===== config.mk =====
export PLATFORM = sky130hd
export DESIGN_NAME = lvl_irq_ctrl
export DESIGN_NICKNAME = d
export VERILOG_FILES = /design/src/rtl/irq_pkg.sv /design/src/rtl/irq_pend_reg.sv /design/src/rtl/irq_level_arb.sv /design/src/rtl/irq_ext_map.sv /design/src/rtl/lvl_irq_ctrl.sv
export SDC_FILE = /design/constraint.sdc
export NUM_CORES = 1
export LEC_CHECK = 0
export BUFFER_PORTS_ARGS = -buffer_cell sky130_fd_sc_hd__buf_4
export CORE_MARGIN = 5
export CORE_UTILIZATION = 37
export DETAILED_ROUTE_END_ITERATION = 7
export GPL_TIMING_DRIVEN = 0
export PLACE_DENSITY = 0.77
export SYNTH_ARGS = -nofsm -noshare
export SYNTH_HDL_FRONTEND = slang
export SYNTH_SLANG_ARGS = --single-unit

===== constraint.sdc =====
create_clock -name clk_i -period 1.82 [get_ports clk_i]
set_input_delay 0.546 -clock clk_i [delete_from_list [all_inputs] [get_ports clk_i]]
set_output_delay 0.546 -clock clk_i [all_outputs]
set_load 0.02 [all_outputs]

===== src/rtl/irq_pkg.sv =====
package irq_pkg;
  typedef enum logic {
    TRIG_LEVEL = 1'b0,
    TRIG_EDGE  = 1'b1
  } trig_e;
endpackage


===== src/rtl/irq_pend_reg.sv =====
module irq_pend_reg
  import irq_pkg::*;
#(
  parameter int unsigned NUM_LINES = 8,
  parameter int unsigned IDX_W     = 4,
  parameter logic [NUM_LINES-1:0] EDGE_MASK = '0
) (
  input  logic                 clk_i,
  input  logic                 rst_ni,
  input  logic                 evt_valid_i,
  input  logic [IDX_W-1:0]     evt_idx_i,
  input  logic                 evt_active_i,
  input  logic                 clr_we_i,
  input  logic [NUM_LINES-1:0] clr_wdata_i,
  output logic [NUM_LINES-1:0] pend_o
);

  logic [NUM_LINES-1:0] pend_q, pend_d;
  logic [NUM_LINES-1:0] set_vec, rel_vec, clr_vec;

  for (genvar i = 0; i < NUM_LINES; i++) begin : g_line
    localparam trig_e TRIG = trig_e'(EDGE_MASK[i]);
    logic hit;
    assign hit        = evt_valid_i && (evt_idx_i == IDX_W'(i));
    assign set_vec[i] = hit && evt_active_i;
    assign rel_vec[i] = hit && !evt_active_i && (TRIG == TRIG_LEVEL);
    assign clr_vec[i] = clr_we_i && clr_wdata_i[i] && (TRIG == TRIG_EDGE);

    assert_set_R1: assert property (@(posedge clk_i) disable iff (!rst_ni)
      (evt_valid_i && evt_active_i && evt_idx_i == IDX_W'(i)) |=> pend_q[i]);

    if (TRIG == TRIG_LEVEL) begin : g_lvl
      assert_level_release_R2: assert property (@(posedge clk_i) disable iff (!rst_ni)
        (evt_valid_i && !evt_active_i && evt_idx_i == IDX_W'(i)) |=> !pend_q[i]);
      assert_level_no_w1c_R9: assert property (@(posedge clk_i) disable iff (!rst_ni)
        (pend_q[i] && !(evt_valid_i && evt_idx_i == IDX_W'(i))) |=> pend_q[i]);
    end else begin : g_edge
      assert_edge_hold_R2: assert property (@(posedge clk_i) disable iff (!rst_ni)
        (pend_q[i] && !(clr_we_i && clr_wdata_i[i])) |=> pend_q[i]);
      assert_w1c_R9: assert property (@(posedge clk_i) disable iff (!rst_ni)
        (clr_we_i && clr_wdata_i[i] &&
         !(evt_valid_i && evt_active_i && evt_idx_i == IDX_W'(i))) |=> !pend_q[i]);
    end
  end

  // set beats release and clear in the same cycle
  assign pend_d = (pend_q & ~(rel_vec | clr_vec)) | set_vec;

  always_ff @(posedge clk_i or negedge rst_ni) begin
    if (!rst_ni) pend_q <= '0;
    else         pend_q <= pend_d;
  end

  assign pend_o = pend_q;

  assert_ignore_range_R3: assert property (@(posedge clk_i) disable iff (!rst_ni)
    (evt_valid_i && evt_idx_i >= IDX_W'(NUM_LINES) && !clr_we_i) |=> $stable(pend_q));

endmodule


===== src/rtl/irq_level_arb.sv =====
module irq_level_arb #(
  parameter int unsigned NUM_LINES  = 8,
  parameter int unsigned NUM_LEVELS = 5,
  parameter int unsigned LVL_W      = 3,
  parameter logic [NUM_LINES*LVL_W-1:0] LINE_LEVEL = '0
) (
  input  logic                 clk_i,
  input  logic                 rst_ni,
  input  logic [NUM_LINES-1:0] eff_i,
  input  logic [LVL_W-1:0]     cur_level_i,
  output logic [LVL_W-1:0]     sel_level_o,
  output logic                 req_o
);

  logic [NUM_LEVELS-1:0] hit;

  for (genvar lv = 1; lv <= NUM_LEVELS; lv++) begin : g_lvl
    logic [NUM_LINES-1:0] mask;
    for (genvar i = 0; i < NUM_LINES; i++) begin : g_bit
      assign mask[i] = (LINE_LEVEL[i*LVL_W +: LVL_W] == LVL_W'(lv));
    end
    assign hit[lv-1] = |(mask & eff_i);

    assert_top_wins_R5: assert property (@(posedge clk_i) disable iff (!rst_ni)
      (hit[lv-1] && LVL_W'(lv) > cur_level_i) |-> (req_o && sel_level_o >= LVL_W'(lv)));
  end

  // scan from top level down to just above the core level
  always_comb begin
    logic found;
    found       = 1'b0;
    sel_level_o = '0;
    for (int lv = NUM_LEVELS; lv >= 1; lv--) begin
      if (!found && hit[lv-1] && (LVL_W'(lv) > cur_level_i)) begin
        found       = 1'b1;
        sel_level_o = LVL_W'(lv);
      end
    end
  end

  assign req_o = |sel_level_o;

  assert_above_core_R5: assert property (@(posedge clk_i) disable iff (!rst_ni)
    req_o |-> (sel_level_o > cur_level_i));
  assert_idle_when_empty_R6: assert property (@(posedge clk_i) disable iff (!rst_ni)
    (eff_i == '0) |-> (!req_o && sel_level_o == '0));

endmodule


===== src/rtl/irq_ext_map.sv =====
module irq_ext_map #(
  parameter int unsigned NUM_EXT   = 3,
  parameter int unsigned EXT_IDX_W = 2,
  parameter int unsigned LINE_W    = 3,
  parameter logic [NUM_EXT*LINE_W-1:0] EXT_MAP = '0
) (
  input  logic                 clk_i,
  input  logic                 rst_ni,
  input  logic [EXT_IDX_W-1:0] ext_idx_i,
  output logic [LINE_W-1:0]    ext_line_o,
  output logic                 ext_valid_o
);

  always_comb begin
    ext_valid_o = 1'b0;
    ext_line_o  = '0;
    for (int e = 0; e < NUM_EXT; e++) begin
      if (ext_idx_i == EXT_IDX_W'(e)) begin
        ext_valid_o = 1'b1;
        ext_line_o  = EXT_MAP[e*LINE_W +: LINE_W];
      end
    end
  end

  assert_ext_range_R8: assert property (@(posedge clk_i) disable iff (!rst_ni)
    ext_valid_o |-> (ext_idx_i < EXT_IDX_W'(NUM_EXT)));
  assert_ext_invalid_R8: assert property (@(posedge clk_i) disable iff (!rst_ni)
    (ext_idx_i >= EXT_IDX_W'(NUM_EXT)) |-> (!ext_valid_o && ext_line_o == '0));

endmodule


===== src/rtl/lvl_irq_ctrl.sv =====
module lvl_irq_ctrl #(
  parameter int unsigned NUM_LINES  = 8,
  parameter int unsigned NUM_LEVELS = 5,
  parameter int unsigned NUM_EXT    = 3,
  parameter int unsigned LVL_W      = $clog2(NUM_LEVELS + 1),
  parameter int unsigned LINE_W     = $clog2(NUM_LINES),
  parameter int unsigned IDX_W      = $clog2(NUM_LINES) + 1,
  parameter int unsigned EXT_IDX_W  = $clog2(NUM_EXT + 1),
  // line i level in bits [i*LVL_W +: LVL_W]
  parameter logic [NUM_LINES*LVL_W-1:0] LINE_LEVEL = 24'b101_011_001_101_100_011_010_001,
  parameter logic [NUM_LINES-1:0]       EDGE_MASK  = 8'b1100_1010,
  parameter logic [NUM_EXT*LINE_W-1:0]  EXT_MAP    = 9'b111_101_010
) (
  input  logic                 clk_i,
  input  logic                 rst_ni,
  input  logic                 evt_valid_i,
  input  logic [IDX_W-1:0]     evt_idx_i,
  input  logic                 evt_active_i,
  input  logic                 en_we_i,
  input  logic [NUM_LINES-1:0] en_wdata_i,
  input  logic                 clr_we_i,
  input  logic [NUM_LINES-1:0] clr_wdata_i,
  input  logic [LVL_W-1:0]     cur_level_i,
  input  logic [EXT_IDX_W-1:0] ext_idx_i,
  output logic [NUM_LINES-1:0] pend_o,
  output logic [NUM_LINES-1:0] en_o,
  output logic [LVL_W-1:0]     sel_level_o,
  output logic                 core_req_o,
  output logic [LINE_W-1:0]    ext_line_o,
  output logic                 ext_valid_o
);

  logic [NUM_LINES-1:0] pend, en_q, eff;

  irq_pend_reg #(
    .NUM_LINES (NUM_LINES),
    .IDX_W     (IDX_W),
    .EDGE_MASK (EDGE_MASK)
  ) u_pend (
    .clk_i        (clk_i),
    .rst_ni       (rst_ni),
    .evt_valid_i  (evt_valid_i),
    .evt_idx_i    (evt_idx_i),
    .evt_active_i (evt_active_i),
    .clr_we_i     (clr_we_i),
    .clr_wdata_i  (clr_wdata_i),
    .pend_o       (pend)
  );

  always_ff @(posedge clk_i or negedge rst_ni) begin
    if (!rst_ni)      en_q <= '0;
    else if (en_we_i) en_q <= en_wdata_i;
  end

  assign eff = pend & en_q;

  irq_level_arb #(
    .NUM_LINES  (NUM_LINES),
    .NUM_LEVELS (NUM_LEVELS),
    .LVL_W      (LVL_W),
    .LINE_LEVEL (LINE_LEVEL)
  ) u_arb (
    .clk_i       (clk_i),
    .rst_ni      (rst_ni),
    .eff_i       (eff),
    .cur_level_i (cur_level_i),
    .sel_level_o (sel_level_o),
    .req_o       (core_req_o)
  );

  irq_ext_map #(
    .NUM_EXT   (NUM_EXT),
    .EXT_IDX_W (EXT_IDX_W),
    .LINE_W    (LINE_W),
    .EXT_MAP   (EXT_MAP)
  ) u_ext (
    .clk_i       (clk_i),
    .rst_ni      (rst_ni),
    .ext_idx_i   (ext_idx_i),
    .ext_line_o  (ext_line_o),
    .ext_valid_o (ext_valid_o)
  );

  assign pend_o = pend;
  assign en_o   = en_q;

  assert_en_write_R4: assert property (@(posedge clk_i) disable iff (!rst_ni)
    en_we_i |=> (en_o == $past(en_wdata_i)));
  assert_masked_out_R4: assert property (@(posedge clk_i) disable iff (!rst_ni)
    ((pend_o & en_o) == '0) |-> !core_req_o);
  always_comb begin
    if (!rst_ni) assert_reset_R10: assert (core_req_o == 1'b0 || pend == '0 || en_q == '0);
  end

endmodule


======== After elaboration in Yosys (flattened, before gate mapping) ========
Cells that the tools add are included.
storage, ports and cells
  register bits after elaboration ......... 16
  word-level logic and storage cells ...... 80
cells by class
  muxes and demuxes ....................... 15
  bitwise logic cells ..................... 5
  magnitude comparators ................... 5
  equality and inequality tests ........... 9
  reduce and logical (&&, ||, !) cells .... 44
operators with widths
  cell                number
  $logic_and 1x1->1   33
  $mux 3              7
  $and 8x8->8         2
  $eq 4x3->1 const B  4
  $eq 4x2->1 const B  2
  $not 8->8           1
  $or 6x8->8          1
  $or 8x8->8          1
  $mux 1              7
  $gt 2x3->1 const A  2
  $gt 3x3->1 const A  2
  $reduce_or 2->1     3
  $logic_not 1->1     5
  $eq 4x1->1 const B  1
  $logic_not 4->1     1
  $gt 1x3->1 const A  1
  $reduce_or 3->1     1
  $eq 2x1->1 const B  1
  $eq 2x2->1 const B  1
  $logic_not 2->1     1
  $mux 2              1

======== Longest topological paths before layout ========
Gate-level depths: netlist of run 1.
  word-level depth ........................ 21
  mapped depth ............................ 4
  depth with buffers taken out ............ 4

======== Cells and area by module ========
A second synthesis of run 1 with hierarchy kept.
second synthesis, totals
  cell total of the unflattened synthesis .. 84
  area total of the unflattened synthesis .. 920.9 um^2
by module, submodules not included
  module         times used  area each (um^2)  cells an instance
  lvl_irq_ctrl   1           381.6             25
  irq_pend_reg   1           369.1             35
  irq_level_arb  1           107.6             16
  irq_ext_map    1           62.6              8

======== Worst setup path after synthesis of run 1 ========
No wires, ideal clock.
  kind .................................... reg2out
  from .................................... register en_q[0] (netlist: en_o[0])
  to ...................................... output sel_level_o[0]
  setup slack ............................. -0.277 ns
  buffers on the path ..................... 0
  required time ........................... 1.274 ns
  arrival ................................. 1.551 ns
  stages on the path, launching flop included .. 5
  path through ............................ dfrtp_1 > a22oi_1 > or3b_1 > a211o_1 > a21oi_1
on the way
  word-level cells in the longest chain between the ends .. 5
RTL lines
  element                         RTL line             RTL
  start, declared                 lvl_irq_ctrl.sv:33   logic [NUM_LINES-1:0] pend, en_q, eff;
  start signal, assigned          lvl_irq_ctrl.sv:52   else if (en_we_i) en_q <= en_wdata_i;
  $and 8x8->8                     lvl_irq_ctrl.sv:55   assign eff = pend & en_q;
  $reduce_or 2->1                 irq_level_arb.sv:22  assign hit[lv-1] = |(mask & eff_i);
  $logic_and 1x1->1 (2 in a row)  irq_level_arb.sv:34  if (!found && hit[lv-1] && (LVL_W'(lv) > cur_level_i)) begin
  $mux 3                          irq_level_arb.sv:34
  end, declared                   lvl_irq_ctrl.sv:27   output logic [LVL_W-1:0] sel_level_o,
No other way between the ends.

======== Worst setup path after layout of run 1 ========
Same ends and word-level chain as after synthesis.

==> results_dict.tcl, run 1 <==
set metrics [dict create \
    drc_errors 0 \
    dr.first_iter.drc_count 17 \
    critPathLaunchType "flip-flop" \
    critPathKind "flip-flop to output port" \
    yosysSeqAreaShare_pct 47.0 \
    diodes 0 \
    numCtsBuffers 3 \
    p_per_area_nw_per_um2 772 \
    area_growth_pct 71.1 \
    required_ps 1270 \
    die_h_um 58.0 \
    yosys_warnings 0 \
    final_antenna_net_count 0 \
    crit_slowest_cell "dfrtp_2" \
    failed_checks "setup timing" \
    synth_compound_area_share_pct 9.99 \
    cp_cell_sequence "a22oi_2 > or3b_1 > a211o_1 > a21oi_4 > buf_6" \
    cts_root_buf "clkbuf_4" \
    grt_pass1_vias 857 \
    synthCells 82 \
    syn-cell-area_sq_um 852 \
    worstPathBufferInverterCount 1 \
    rows 17 \
    synth_top_family_by_area "simple AND/OR/NAND/NOR gates" \
    yosys-top-cells-area "dfrtp_1 (47%), mux2_2 (16%), nand2_1 (6.6%)" \
    wl_per_cell_um 12.8 \
    setup_violations 4 \
    fin_cells 176 \
    clock_sinks 16 \
    layout.nets 183 \
    antenna_found_initial 0 \
    hold_viol_final 0 \
    vias_per_cell 4.86 \
    fin_ws_ps -387 \
    p_sw_share_pct 31.1 \
    yosysUniqueCellTypes 26 \
    synth.top_cell.area_share_pct 47.0 \
    leakage_nw 0.703 \
    coreArea_sq_um 2210 \
    start_util_pct 38.5 \
    maxSlewHeadroom_pct 70.0 \
    synth_commonest_cells "dfrtp_1 (16), nand2_1 (15), mux2_2 (12), nor2_1 (4)" \
    firstDrtPassIters 4 \
    fin_skew_ps 0 \
    place.port_buffers 48 \
    synth_edf_count 0 \
    synth_nets 116 \
    die_area_sq_um 3360 \
    setup-tns-final_ps -828 \
    pre_cts_ws_ps -343 \
    cts_tree "yes" \
    wl_um 2260 \
    grt_pass1_wl_um 3570 \
    crit_path_max_fanout 2 \
    syn_area_per_cell_sq_um 10.4 \
    worstSetupEndpointType "output port" \
    tightest_slew_ps 450 \
    cts_hold_repair.buffers 0 \
    yosys.area_share.simple_pct 19.7 \
    dp_hpwl_um 1760 \
    p_sw_w 0.000350 \
    critPathMaxStageDelay_ps 370 \
    die_w_um 58.0 \
    cp.depth 5 \
    rsz0062_at_grt "yes" \
    yosys-mux-area-fraction_pct 15.9 \
    min_period_ps 2210 \
    reg2reg_depth 2 \
    place_congestion 0.743 \
    cap_violations 0 \
    critPathArrivalTime_ps 1660 \
    grt-ovfl-total 0 \
    drive_above_1_share_pct 62.8 \
    clk_pin_slew_ps 90 \
    synth-xor-area-share_pct 0 \
    clk_latency_ps 280 \
    synth_ff_type "dfrtp_1" \
    clk_path_buf_depth 2 \
    dpl.cell_count 158 \
    yosys.area_share.adder_pct 4.41 \
    path_delay_family "compound AO/OA/AOI/OAI gates" \
    p_int_w 0.000776 \
    timing.final.crit_share_pct 121 \
    synth_most_common_cell "dfrtp_1" \
    track_usage_pct 13.7 \
    fmax_mhz 453 \
    outcome "finished with violations" \
    io_pins 55 \
    combPwrFrac_pct 41.4 \
    grt_max_degree 17 \
    synth-async-reset-ratio_pct 100 \
    htreeDepth 1 \
    synth_top_cell_by_area "dfrtp_1" \
    slew_viol_final 0 \
    p_clk_share_pct 20.1 \
    hold_path.class "input port to asynchronous set/reset pin" \
    ir_worst_vdd_v 0.000611 \
    via_count 856 \
    seq_power_share_pct 38.6 \
    ys_seq_elements 16 \
]
-- per-layer routing --
metal  vias up  track usage [%]  share of wire, %  wire length [um]
met5         -                0                 0                 0
met4         0             5.96               1.7                38
met3         4             3.79               8.7               197
met2        34             23.7                49              1120
met1       393             15.7                40               906
li1        425                -                 -                 -
-- path summary, 6_finish.rpt --
path	slack (ps)	start	endpoint
max	-390	en_o[0]	sel_level_o[0]
min reg2reg	520	u_pend.pend_o[3]	u_pend.pend_o[3]
min in group clk_i	490	evt_idx_i[0]	u_pend.pend_o[6]
max reg2reg	890	en_o[5]	en_o[5]
min	100	rst_ni	asynchronous set/reset pin
max in group asynchronous	1540	rst_ni	en_o[5]
-- layout by cell type, fill, tap and decap left out, types with 2 or more instances in the layout --
master / n
o21ai_0: 2
nor3b_1: 2
buf_4: 59
a22oi_2: 3
nor3_1: 2
nand3b_1: 2
o31ai_1: 2
clkbuf_1: 2
inv_1: 2
ha_1: 2
dfrtp_1: 12
nand4_1: 2
clkbuf_4: 3
buf_6: 4
nand2_1: 14
dfrtp_2: 4
nor2_1: 3
mux2_2: 12
-- final cells by class --
class	instances	area, sq um
buffer	3	15.0
clock buffer	4	36.3
fill	170	754
timing repair buffer	62	480
tap	28	35.0
inverter	3	11.3
sequential	16	405
multi-input combinational	60	474
-- power groups by stage --
stage          sequential [W]  combinational (W)  clock (W)
5_1_grt              0.000440           0.000500   0.000251
3_3_place_gp         0.000444           0.000363          0
6_report             0.000434           0.000466   0.000226
2_1_floorplan        0.000492           0.000140          0
3_5_place_dp         0.000445           0.000370          0
4_1_cts              0.000431           0.000464   0.000234
-- timing repair --
item,in CTS,in global routing
pin swaps,7,1
setup buffers,14,0
gates resized for setup,8,3
hold endpoints to repair,0,0
setup endpoints to repair,5,5
-- stage by stage --
step           util [%]  total power (W)  area, sq um  hold slack [ps]
2_1_floorplan         -         0.000631          873              250
3_3_place_gp       57.4         0.000806         1270              410
3_5_place_dp       57.4         0.000815         1270              411
4_1_cts            65.1          0.00113         1440             97.4
5_1_grt            65.9          0.00119         1460             96.3
6_report           65.9          0.00113         1460             96.9
-- cells by family (layout without fill, tap and decap cells) --
logic type,Yosys count,in the layout
flops,16,16
buf+inv,6,72
simple gates,33,33
mux,12,12
fa+ha+maj,3,3
compound gates,12,12
-- worst reg2reg max path, cell delays in order, from the launching register on --
cell and delay [ps]:
dfrtp_2 420, buf_4 140, mux2_2 260
Power figures use the tool's default switching activity.
==> inputs of run 2 (changes only) <==
--- a/config.mk
+++ b/config.mk
@@ -6,11 +6,12 @@
 export NUM_CORES = 1
 export LEC_CHECK = 0
 export BUFFER_PORTS_ARGS = -buffer_cell sky130_fd_sc_hd__buf_4
-export CORE_MARGIN = 5
+export CORE_MARGIN = 2
 export CORE_UTILIZATION = 37
 export DETAILED_ROUTE_END_ITERATION = 7
 export GPL_TIMING_DRIVEN = 0
 export PLACE_DENSITY = 0.77
+export SKIP_LAST_GASP = 1
 export SYNTH_ARGS = -nofsm -noshare
 export SYNTH_HDL_FRONTEND = slang
 export SYNTH_SLANG_ARGS = --single-unit
==> run 2 against run 1 <==
  * The flow still finishes with violations (setup timing)
  * Clock power fell by 19%
  * Critical path type unchanged
  * Largest power group unchanged
  * Final cell count up 0.57%
  * Clock-buffer cell count unchanged
  * Global-route usage up 5.9 points
  * First-iteration DRC count fell by 29%
  * Register-to-register slack worse by 110 ps
  * Clock skew is the same
  * Total power shrank 2.7%
  * Cell area grew 0.26%
  * Critical endpoint unchanged
==> results_dict.tcl, run 2 (synthesis gave the netlist of run 1 again) <==
set metrics [dict create \
    final_core_util_pct 66.7 \
    vias_per_cell 4.92 \
    failed_checks "setup timing" \
    die_w_um 52.0 \
    fin_cells 177 \
    dpl.cell_count 158 \
    numCtsBuffers 3 \
    mostFrequentLayoutCells "buf_4 (59), nand2_1 (14), mux2_2 (12), dfrtp_1 (12), buf_6 (5)" \
    p_clk_share_pct 16.8 \
    track_usage_pct 19.6 \
    via_count 870 \
    leakage_nw 0.708 \
    reg2reg_depth 3 \
    die_area_sq_um 2700 \
    setup_violations 4 \
    drive_above_1_share_pct 62.4 \
    drc_errors 0 \
    required_ps 1270 \
    rows 17 \
    wl_um 2280 \
    outcome "finished with violations" \
    worstSetupEndpointType "output port" \
    place.port_buffers 48 \
    p_per_area_nw_per_um2 749 \
    layout.nets 184 \
    firstDrtPassIters 4 \
    place_congestion 0.740 \
    dp_hpwl_um 1670 \
    io_pins 55 \
    fmax_mhz 454 \
    hold_path.class "input port to asynchronous set/reset pin" \
    layout_commonest_cell "buf_4" \
    tightest_slew_ps 472 \
    power_w 0.00109 \
    critPathArrivalTime_ps 1660 \
    area_growth_pct 71.5 \
    antenna_found_initial 0 \
    p_int_w 0.000741 \
    critPathLaunchType "flip-flop" \
    hold-worst-slack_ps 105 \
    rsz0062_at_grt "yes" \
    fin_skew_ps 0 \
    multiInputGateArea_sq_um 477 \
    p_sw_share_pct 32.3 \
    critPathKind "flip-flop to output port" \
    nFillCells 185 \
    maxSlewHeadroom_pct 68.5 \
    start_util_pct 38.9 \
    cts_root_buf "clkbuf_4" \
    combPwrFrac_pct 43.1 \
    timing.final.crit_share_pct 121 \
    clk_path_buf_depth 2 \
    crit_path_max_fanout 2 \
    die_h_um 52.0 \
    diodes 0 \
    clk_pin_slew_ps 90 \
    p_sw_w 0.000354 \
    setup-tns-final_ps -889 \
    grt_pass1_wl_um 3910 \
    cap_violations 0 \
    dr.first_iter.drc_count 12 \
    regArea_sq_um 405 \
    clock_sinks 16 \
    slew_viol_final 0 \
    grt-ovfl-total 0 \
    grt_max_degree 17 \
    clk_latency_ps 280 \
    fin_ws_ps -385 \
    grt_pass1_vias 884 \
    wl_per_cell_um 12.9 \
    min_period_ps 2200 \
    ir_worst_vdd_v 0.000703 \
    htreeDepth 1 \
    hold_viol_final 0 \
    coreArea_sq_um 2190 \
    cts_tree "yes" \
    final_antenna_net_count 0 \
    seq_power_share_pct 40.1 \
]
-- run 2: worst paths after layout --
check,startpoint,end,slack (ps)
worst max register to register,en_o[0],en_o[0],780
worst max-delay path,en_o[0],sel_level_o[0],-380
worst min-delay path,rst_ni,asynchronous set/reset pin,110
min in group clk_i,en_wdata_i[6],en_o[6],500
worst min register to register,u_pend.pend_o[3],u_pend.pend_o[3],520
max in group asynchronous,rst_ni,en_o[0],1520
-- run 2: critical path, cell delays in order (launching register included) --
cell,delay (ps)
dfrtp_2,390
a22oi_2,90
or3b_1,350
a211o_1,300
a21oi_4,130
buf_6,130
-- run 2: cell type report --
class	instances	share of cell area, %
Buffer	3	1.03
Clock buffer	4	1.80
Inverter	3	0.771
Multi-Input combinational cell	60	32.6
Sequential cell	16	27.7
Tap cell	28	2.40
Timing Repair Buffer	63	33.6
-- run 2: per-stage QoR --
| stage | cell area, sq um | setup slack (ps) |
|---|---|---|
| global route | 1460 | -470 |
| CTS | 1430 | -420 |
| global placement | 1270 | -323 |
| floorplan | 873 | -113 |
| finish | 1460 | -385 |
| detailed placement | 1270 | -328 |
-- run 2: timing repair --
item	4_1_cts	5_1_grt
pin swaps	9	7
buffers inserted	13	2
endpoints found under the setup margin	5	6
hold buffers	0	0
gates resized for setup	9	4
-- run 2: power by group through the flow --
stage               sequential, W  combinational, W  clock, W
detailed placement       0.000446          0.000367         0
global placement         0.000445          0.000359         0
CTS                      0.000433          0.000458  0.000191
global route             0.000444          0.000506  0.000216
floorplan                0.000492          0.000140         0
finish                   0.000439          0.000472  0.000184
-- run 2: routing by layer --
| layer | up-vias | global-route usage, % | part of all wire, % |
|---|---|---|---|
| li1 | 434 | - | - |
| met2 | 27 | 37.1 | 54 |
| met5 | - | 0 | 0 |
| met3 | 0 | 2.87 | 6.2 |
| met4 | 0 | 3.95 | 0 |
| met1 | 409 | 23.1 | 40 |
==> inputs of run 3 (changes only) <==
--- a/config.mk
+++ b/config.mk
@@ -10,7 +10,7 @@
 export CORE_UTILIZATION = 37
 export DETAILED_ROUTE_END_ITERATION = 7
 export GPL_TIMING_DRIVEN = 0
-export PLACE_DENSITY = 0.77
+export PLACE_DENSITY = 0.73
 export SKIP_LAST_GASP = 1
 export SYNTH_ARGS = -nofsm -noshare
 export SYNTH_HDL_FRONTEND = slang
==> run 3 against run 2 <==
  * Total power decreased by 1.1%
  * Non-clock buffer count decreased by 2
  * Worst hold slack got worse by 10 ps
  * Critical path depth unchanged
  * Sequential power about the same
  * Clock power increased by 7%
  * The run still ends with setup timing left
  * Largest cell class unchanged
  * Largest power group unchanged
  * Critical endpoint unchanged
  * Sequential share of layout area increased by 0.39 points
  * Clock skew unchanged
  * Die area unchanged
  * Highest routed layer is now met4
  * Register-to-register slack improved by 40 ps
  * Final cell count decreased by 1.1%
==> results_dict.tcl, run 3 (synthesis gave the netlist of run 1 again) <==
set metrics [dict create \
    mostFrequentLayoutCells "buf_4 (59), nand2_1 (14), mux2_2 (12), dfrtp_1 (12), dfrtp_2 (4)" \
    regArea_sq_um 405 \
    multiInputGateArea_sq_um 479 \
    dp_hpwl_um 1730 \
    grt_pass1_vias 853 \
    cts_hold_repair.buffers 0 \
    crit_path_max_fanout 2 \
    cap_violations 0 \
    worstSetupEndpointType "output port" \
    hold_viol_final 0 \
    rsz0062_at_grt "yes" \
    clk_latency_ps 290 \
    grt-ovfl-total 0 \
    firstDrtPassIters 3 \
    start_util_pct 38.9 \
    clk_pin_slew_ps 90 \
    place.port_buffers 48 \
    antenna_found_initial 0 \
    critPathKind "flip-flop to output port" \
    failed_checks "setup timing" \
    wl_met3_um 131 \
    nFillCells 198 \
    maxSlewHeadroom_pct 69.8 \
    routed.top_layer "met4" \
    clk_path_buf_depth 2 \
    drc_errors 0 \
    fmax_mhz 449 \
    die_h_um 52.0 \
    seq_power_share_pct 40.6 \
    rows 17 \
    clock_sinks 16 \
    diodes 0 \
    hold_path.class "input port to asynchronous set/reset pin" \
    final_area_sq_um 1440 \
    final_core_util_pct 65.8 \
    fin_ws_ps -408 \
    cts_root_buf "clkbuf_4" \
    die_area_sq_um 2700 \
    reg2reg_depth 3 \
    critPathLaunchType "flip-flop" \
    critPathArrivalTime_ps 1680 \
    final_antenna_net_count 0 \
    crit_slowest_cell "dfrtp_2" \
    cts_tree "yes" \
    grt_max_degree 17 \
    fin_skew_ps 0 \
    place_congestion 0.783 \
    coreArea_sq_um 2190 \
    slew_viol_final 0 \
    layout.nets 182 \
    htreeDepth 1 \
    leakage_nw 0.694 \
    combPwrFrac_pct 41.2 \
    wl_per_cell_um 12.7 \
    wl_met1_um 881 \
    tightest_slew_ps 453 \
    dr.first_iter.drc_count 7 \
    wl_um 2220 \
    io_pins 55 \
    drive_above_1_share_pct 61.9 \
    p_clk_share_pct 18.1 \
    timing.final.crit_share_pct 122 \
    setup_violations 4 \
    met2WireLength_um 1180 \
    layout_commonest_cell "buf_4" \
    area_growth_pct 69.2 \
    critPathMaxStageDelay_ps 380 \
    via_count 859 \
    die_w_um 52.0 \
    ir_worst_vdd_v 0.000675 \
    outcome "finished with violations" \
    vias_per_cell 4.91 \
    dpl_cell_area_sq_um 1270 \
    track_usage_pct 18.7 \
    numCtsBuffers 3 \
    grt_pass1_wl_um 3720 \
    p_int_w 0.000727 \
    p_per_area_nw_per_um2 751 \
    p_sw_share_pct 32.8 \
    min_period_ps 2230 \
    p_sw_w 0.000355 \
    cp_cell_sequence "a22oi_2 > or3b_1 > a211o_1 > a21oi_4 > buf_6" \
    required_ps 1270 \
]
## run 3: layout make-up
cell class                 instances  share of cell area, %
inverter                           3                  0.781
sequential                        16                   28.1
timing repair buffer              61                   32.6
clock buffer                       4                   1.82
tap                               28                   2.43
buffer                             3                   1.04
multi-input combinational         60                   33.2
## run 3: final timing paths
| check | from | endpoint | slack, ps |
|---|---|---|---|
| worst max-delay path | flip-flop | sel_level_o[0] | -410 |
| max in group asynchronous | rst_ni | en_o[0] | 1530 |
| worst max register to register | en_o[1] | en_o[1] | 820 |
| worst min register to register | u_pend.pend_o[3] | u_pend.pend_o[3] | 530 |
| min in group clk_i | en_wdata_i[6] | en_o[6] | 480 |
| worst min-delay path | rst_ni | asynchronous set/reset pin | 100 |
## run 3: metrics by stage
stage                     total power (W)  cells  TNS [ps]  hold slack [ps]  setup slack, ps
after floorplan                  0.000631     82      -113              250             -113
after detailed placement         0.000814    158      -625              418             -353
final                             0.00108    175      -939             95.2             -408
after global placement           0.000805    158      -570              415             -327
after CTS                         0.00108    173      -980             90.9             -456
after global routing              0.00114    175     -1340             88.4             -491
## run 3: layer usage
metal  GRT usage, %  up-vias
met5              0        -
met3           2.30        5
met1           23.2      401
li1               -      427
met2           32.5       26
met4           7.89        0
## run 3: worst max-delay path, delay by kind of cell (launching register included)
kind	cells	cell delay (ps)
AOI/OAI and AO/OA	3	530
DFF	1	380
and+or+nand+nor	1	350
buffers and inverters	1	130
## run 3: power by group through the flow
stage	logic [W]	registers [W]	clock network (W)
6_report	0.000446	0.000440	0.000196
5_1_grt	0.000480	0.000446	0.000218
4_1_cts	0.000440	0.000437	0.000204
3_5_place_dp	0.000365	0.000449	0
3_3_place_gp	0.000360	0.000445	0
2_1_floorplan	0.000140	0.000492	0
## run 3: what timing repair did
item                                    4_1_cts  5_1_grt
resized for setup                             8        2
pin swaps                                     7        3
setup buffers                                11        2
endpoints found under the setup margin        5        5
